$ cat src/rtl/sreg_guard_pkg.sv
package sreg_guard_pkg;

    localparam int CAUSE_W  = 8;
    localparam int CU_N     = 3;
    localparam int CU_IDX_W = $clog2(CU_N);
    localparam int PROHIB_N = 10;

    // Protected write targets, kept as parallel number / group lists
    localparam int PROHIB_NUM [PROHIB_N] = '{11, 1, 7, 10, 13, 14, 15, 16, 5, 20};
    localparam int PROHIB_GRP [PROHIB_N] = '{0, 1, 1, 1, 1, 1, 1, 1, 2, 5};

    typedef enum logic [2:0] {
        CLS_USER,
        CLS_SV,
        CLS_CP0,
        CLS_CP1,
        CLS_CP2,
        CLS_CP0_SV
    } perm_cls_e;

    typedef struct packed {
        logic      defined;
        perm_cls_e cls;
    } perm_t;

    typedef struct packed {
        logic               grant;
        logic               wr_en;
        logic               wr_drop;
        logic               undef_rd;
        logic               exc;
        logic [CAUSE_W-1:0] cause;
    } verdict_t;

endpackage

$ cat src/rtl/sreg_class_map.sv
module sreg_class_map
    import sreg_guard_pkg::*;
#(
    parameter int NUM_W = 5,
    parameter int GRP_W = 5
) (
    input  logic [NUM_W-1:0] num_i,
    input  logic [GRP_W-1:0] grp_i,
    output perm_t            perm_o
);

    int unsigned n;
    int unsigned g;

    always_comb begin
        n = 32'(num_i);
        g = 32'(grp_i);
        perm_o = '{defined: 1'b0, cls: CLS_SV};
        if (g == 0) begin
            if (n <= 5 || (n >= 9 && n <= 11)) perm_o = '{defined: 1'b1, cls: CLS_SV};
            else if (n == 6 || n == 7)         perm_o = '{defined: 1'b1, cls: CLS_CP0};
            else if (n == 8)                   perm_o = '{defined: 1'b1, cls: CLS_CP0_SV};
        end else if (g == 1) begin
            if (n <= 3)       perm_o = '{defined: 1'b1, cls: CLS_USER};
            else if (n <= 15) perm_o = '{defined: 1'b1, cls: CLS_SV};
        end else if (g == 2) begin
            if (n <= 7)       perm_o = '{defined: 1'b1, cls: CLS_SV};
            else if (n == 8)  perm_o = '{defined: 1'b1, cls: CLS_CP1};
            else if (n == 9)  perm_o = '{defined: 1'b1, cls: CLS_CP2};
        end else if (g == 3) begin
            if (n <= 7)       perm_o = '{defined: 1'b1, cls: CLS_SV};
        end else if (g >= 4 && g <= 7) begin
            if (n <= 15)      perm_o = '{defined: 1'b1, cls: CLS_SV};
        end else if (g >= 12 && g <= 15) begin
            if (n <= 7)       perm_o = '{defined: 1'b1, cls: CLS_SV};
        end
    end

endmodule

$ cat src/rtl/sreg_wr_block.sv
module sreg_wr_block
    import sreg_guard_pkg::*;
#(
    parameter int NUM_W = 5,
    parameter int GRP_W = 5
) (
    input  logic [NUM_W-1:0] num_i,
    input  logic [GRP_W-1:0] grp_i,
    output logic             blocked_o
);

    logic [PROHIB_N-1:0] hit;

    for (genvar i = 0; i < PROHIB_N; i++) begin : g_entry
        assign hit[i] = (num_i == NUM_W'(PROHIB_NUM[i])) &&
                        (grp_i == GRP_W'(PROHIB_GRP[i]));
    end

    assign blocked_o = |hit;

endmodule

$ cat src/rtl/sreg_verdict.sv
module sreg_verdict
    import sreg_guard_pkg::*;
#(
    parameter logic [CAUSE_W-1:0] CP_BASE   = 8'h80,
    parameter logic [CAUSE_W-1:0] PIE_CAUSE = 8'hA0
) (
    input  logic            valid_i,
    input  logic            write_i,
    input  logic            user_i,
    input  logic [CU_N-1:0] cu_en_i,
    input  perm_t           perm_i,
    input  logic            blocked_i,
    output verdict_t        verdict_o
);

    logic                cu_need;
    logic [CU_IDX_W-1:0] cu_idx;
    logic                cu_fail;
    logic                sv_fail;

    always_comb begin
        cu_need = 1'b0;
        cu_idx  = '0;
        unique case (perm_i.cls)
            CLS_CP0, CLS_CP0_SV: begin cu_need = 1'b1; cu_idx = CU_IDX_W'(0); end
            CLS_CP1:             begin cu_need = 1'b1; cu_idx = CU_IDX_W'(1); end
            CLS_CP2:             begin cu_need = 1'b1; cu_idx = CU_IDX_W'(2); end
            default:             ;
        endcase
        cu_fail = cu_need && !cu_en_i[cu_idx];
        sv_fail = user_i && (!perm_i.defined || perm_i.cls == CLS_SV ||
                             perm_i.cls == CLS_CP0_SV);

        verdict_o = '0;
        if (valid_i) begin
            if (cu_fail) begin
                verdict_o.exc   = 1'b1;
                verdict_o.cause = CP_BASE + CAUSE_W'(cu_idx);
            end else if (sv_fail) begin
                verdict_o.exc   = 1'b1;
                verdict_o.cause = PIE_CAUSE;
            end else begin
                verdict_o.grant = 1'b1;
                if (write_i) begin
                    if (!perm_i.defined || blocked_i) verdict_o.wr_drop = 1'b1;
                    else                              verdict_o.wr_en   = 1'b1;
                end else begin
                    verdict_o.undef_rd = !perm_i.defined;
                end
            end
        end
    end

endmodule

$ cat src/rtl/sreg_guard.sv
module sreg_guard
    import sreg_guard_pkg::*;
#(
    parameter int                 NUM_W     = 5,
    parameter int                 GRP_W     = 5,
    parameter int                 DATA_W    = 32,
    parameter logic [CAUSE_W-1:0] CP_BASE   = 8'h80,
    parameter logic [CAUSE_W-1:0] PIE_CAUSE = 8'hA0
) (
    input  logic               clk,
    input  logic               rst_n,
    input  logic               req_valid_i,
    input  logic               req_write_i,
    input  logic [NUM_W-1:0]   req_num_i,
    input  logic [GRP_W-1:0]   req_grp_i,
    input  logic               user_mode_i,
    input  logic [CU_N-1:0]    cu_en_i,
    input  logic [DATA_W-1:0]  rf_rdata_i,
    output logic               grant_o,
    output logic               wr_en_o,
    output logic               wr_drop_o,
    output logic               undef_rd_o,
    output logic               exc_o,
    output logic [CAUSE_W-1:0] exc_cause_o,
    output logic [DATA_W-1:0]  rdata_o
);

    typedef struct packed {
        verdict_t          v;
        logic [DATA_W-1:0] rdata;
    } st_t;

    perm_t    perm;
    logic     blocked;
    verdict_t vd;
    st_t      st_d, st_q;

    sreg_class_map #(.NUM_W(NUM_W), .GRP_W(GRP_W)) u_map (
        .num_i (req_num_i),
        .grp_i (req_grp_i),
        .perm_o(perm)
    );

    sreg_wr_block #(.NUM_W(NUM_W), .GRP_W(GRP_W)) u_block (
        .num_i    (req_num_i),
        .grp_i    (req_grp_i),
        .blocked_o(blocked)
    );

    sreg_verdict #(.CP_BASE(CP_BASE), .PIE_CAUSE(PIE_CAUSE)) u_verdict (
        .valid_i  (req_valid_i),
        .write_i  (req_write_i),
        .user_i   (user_mode_i),
        .cu_en_i  (cu_en_i),
        .perm_i   (perm),
        .blocked_i(blocked),
        .verdict_o(vd)
    );

    always_comb begin
        st_d   = '0;
        st_d.v = vd;
        if (vd.grant && !req_write_i && !vd.undef_rd) begin
            st_d.rdata = rf_rdata_i;
        end
    end

    always_ff @(posedge clk) begin
        if (!rst_n) st_q <= '0;
        else        st_q <= st_d;
    end

    assign grant_o     = st_q.v.grant;
    assign wr_en_o     = st_q.v.wr_en;
    assign wr_drop_o   = st_q.v.wr_drop;
    assign undef_rd_o  = st_q.v.undef_rd;
    assign exc_o       = st_q.v.exc;
    assign exc_cause_o = st_q.v.cause;
    assign rdata_o     = st_q.rdata;

endmodule

$ cat config.mk
export PLATFORM = sky130hd
export DESIGN_NAME = sreg_guard
export DESIGN_NICKNAME = d
export VERILOG_FILES = /design/src/rtl/sreg_guard_pkg.sv /design/src/rtl/sreg_class_map.sv /design/src/rtl/sreg_wr_block.sv /design/src/rtl/sreg_verdict.sv /design/src/rtl/sreg_guard.sv
export SDC_FILE = /design/constraint.sdc
export NUM_CORES = 1
export LEC_CHECK = 0
export BUFFER_PORTS_ARGS = -buffer_cell sky130_fd_sc_hd__buf_2
export CORE_MARGIN = 2
export CORE_UTILIZATION = 43
export CTS_BUF_LIST = sky130_fd_sc_hd__clkbuf_4
export CTS_CLUSTER_DIAMETER = 60
export CTS_CLUSTER_SIZE = 20
export DETAILED_ROUTE_END_ITERATION = 16
export HOLD_SLACK_MARGIN = 0.06
export PLACE_DENSITY = 0.78
export SETUP_SLACK_MARGIN = 0.05
export SKIP_CTS_REPAIR_TIMING = 1
export SLEW_MARGIN = 25
export SYNTH_ARGS = -nofsm -noshare
export SYNTH_HDL_FRONTEND = slang
export SYNTH_HIERARCHICAL = 1
export SYNTH_SLANG_ARGS = --single-unit
export TNS_END_PERCENT = 50
$ cat constraint.sdc
create_clock -name clk -period 2.8 [get_ports clk]
set_input_delay 0 -clock clk [delete_from_list [all_inputs] [get_ports clk]]
set_output_delay 0 -clock clk [all_outputs]
set_load 0.03 [all_outputs]
==> flow_metrics.tcl <==
set metrics [dict create \
    rsz0062_at_grt "false" \
    setup-tns-final_ns 0 \
    path_class "in2reg" \
    cts_tree "built" \
    die_w_um 67 \
    final_max_slew_viol_count 0 \
    antenna_cells 0 \
    synth_cell_types 38 \
    layout.nets 345 \
    min_path_cells 3 \
    run_status "finished, final reports clean" \
    min_from "req_valid_i" \
    finalSetupViolations 0 \
    path_cells "buf_2 > or4_4 > or4_1 > o21ai_0 > nand2b_1 > o221ai_4 > nor4_2 > and4bb_4 > and2_1" \
    fin_ws_ns 0.559 \
    holdPathEnd "exc_o" \
    synth_warnings 6 \
    io_pins 95 \
    crit_path_start_kind "primary input" \
    required_ns 3.10 \
    p_leak_uw 0.00128 \
    crit_arrival_ns 2.54 \
    first_global_vias 1215 \
    crit_family "simple AND/OR/NAND/NOR gates" \
    avgViaCountPerCell 4.70 \
    drt-total-wl_um 4650 \
    antenna_left 0 \
    tightest_slew_ns 0.514 \
    numCtsBuffers 5 \
    dr.pass1.iters 5 \
    end_kind "flop" \
    ctsLongestPathBuffers 2 \
    port_buffers 94 \
    grt_use_total_pct 16.3 \
    cap_violations 0 \
    netlist_area_sq_um 1710 \
    critPathLaunch "req_grp_i[4]" \
    cp_num_buf_inv 1 \
    clk_pin_slew_ns 0.13 \
    slew_headroom_pct 65.6 \
    fp.coreArea_sq_um 3740 \
    clock_sinks 45 \
    yosysSeqAreaShare_pct 52.8 \
    grt_pass1_wl_um 5430 \
    ir_worst_vdd_mv 0.182 \
    hpwl_um 2750 \
    clock.fmax_mhz 446 \
    fillers 267 \
    wire_per_inst_um 13.5 \
    drt_iter0_drc 60 \
    avgSynthCellArea_sq_um 10.5 \
    rows 22 \
    drc 0 \
    grt_max_degree 33 \
    postSynthCellCount 162 \
    ys_ff_latch 45 \
    antenna_found_initial 0 \
    vias 1618 \
    grt.overflow.total 0 \
    cp_slowest_stage_delay_ns 0.54 \
    drive_gt1_share_pct 39.5 \
    die_y_um 67 \
    place_ws_ns 0.212 \
    power_density_nw_per_um2 432 \
    routabilityCongestion 0.794 \
    hold_viol 0 \
    worstPathMaxFanout 32 \
    cts_root_buf "clkbuf_4" \
    power_uw 1130 \
    cp_slowest_cell "or4_4" \
    hold_class "in2reg" \
    area_growth_pct 52.9 \
    dieArea_sq_um 4490 \
    timing.final.crit_share_pct 80.0 \
    cts_max_level 2 \
    start_util_pct 45.6 \
    fin_crit_ns 2.24 \
]
cells by family (layout without fill, tap and decap cells):
kind of cell           Yosys count  after routing  synth area share, %
and+or+nand+nor                 86             86                 32.9
muxes                            2              2                 1.76
buffers and inverters           12            143                 5.06
DFF                             45             45                 52.8
AOI/OAI and AO/OA               16             16                 7.26
other                            1              4                0.220
final cells by class:
type | instances | area (sq um) | share of cell area, %
Sequential cell | 45 | 901 | 34.5
Timing Repair Buffer | 132 | 851 | 32.6
Multi-Input combinational cell | 108 | 731 | 28.0
Tap cell | 48 | 60.1 | 2.30
Clock buffer | 5 | 37.5 | 1.44
Clock inverter | 3 | 17.5 | 0.671
Inverter | 3 | 11.3 | 0.432
per-layer routing:
layer | part of all wire [%] | wire length, um | track usage [%]
met1 | 38 | 1780 | 18.3
met4 | 2.4 | 112 | 8.67
met5 | 0 | 0 | 0
met3 | 10 | 472 | 6.25
met2 | 49 | 2280 | 26.2
how the worst max path moves through the flow:
stage | end | slack [ns] | cells past startpoint
5_1_grt | rdata_o[18] | 0.42 | 9
2_1_floorplan | rdata_o[3] | 0.50 | 9
3_3_place_gp | rdata_o[0] | 0.27 | 9
3_5_place_dp | rdata_o[0] | 0.21 | 9
6_report | rdata_o[18] | 0.56 | 9
4_1_cts | rdata_o[26] | 0.58 | 9
cell usage in the layout (no fill, tap or decap), types with 2 or more instances in the layout:
cell and instances:
buf_2 94, dfxtp_1 45, dlygate4sd3_1 38, and2_1 37, and2_2 8, nor2_1 6, clkbuf_4 5, nand2b_1 5
nand2_1 4, nand3b_1 4, nor3_1 4, conb_1 4, a21oi_1 3, nor4b_1 3, inv_1 3, nor2b_1 3
o21ai_0 3, clkinv_2 2, o22ai_1 2, nand4b_1 2, mux2_4 2
through the flow:
step | cells | instance area [sq um] | utilization, % | hold slack [ns]
floorplan | 165 | 1720 | - | 0.122
global placement | 298 | 2170 | 58.1 | 0.201
detailed placement | 298 | 2170 | 58.1 | 0.202
CTS | 306 | 2230 | 59.5 | -0.178
global route | 344 | 2610 | 69.7 | 0.0725
finish | 344 | 2610 | 69.7 | 0.0592
cell usage after synthesis:
cell	number	area share, %
or2b_1	1	0.44
dfxtp_1	45	53
and2_2	8	3.5
o21ai_0	3	0.88
o211ai_1	1	0.44
or2_2	1	0.37
nor4_2	1	0.73
mux2_4	2	1.8
conb_1	1	0.22
o22ai_1	2	0.73
o2111ai_1	1	0.51
buf_6	3	2.0
nand4_1	1	0.37
buf_4	5	2.2
and4bb_4	1	0.95
a21oi_1	3	0.88
nand2b_1	5	1.8
nand3b_1	4	1.8
or4_1	1	0.44
nor2_1	6	1.3
or4_4	1	0.66
a2bb2oi_1	1	0.51
a31oi_1	1	0.37
nand2_1	4	0.88
clkbuf_1	1	0.22
nor4_1	1	0.37
o221ai_1	1	0.51
nand4b_1	2	1.0
or3_1	1	0.37
o221ai_4	1	1.5
a21boi_1	1	0.44
and2_1	37	14
or3b_1	1	0.51
o21a_1	1	0.44
nor2b_1	3	1.1
nor4b_1	3	1.5
inv_1	3	0.66
nor3_1	4	1.2
state kept, by name, indices dropped and copies added (netlist names):
name         count
exc_cause_o      8
exc_o            1
grant_o          1
rdata_o         32
undef_rd_o       1
wr_drop_o        1
wr_en_o          1
report_power, final:
group          switching, uW  internal (uW)  total, uW
Sequential              2.96            654        657
Clock                    200           94.9        295
Combinational           87.0           89.6        177
Total                    290            838       1130
Note: power is estimated with default switching activity, not from simulation.
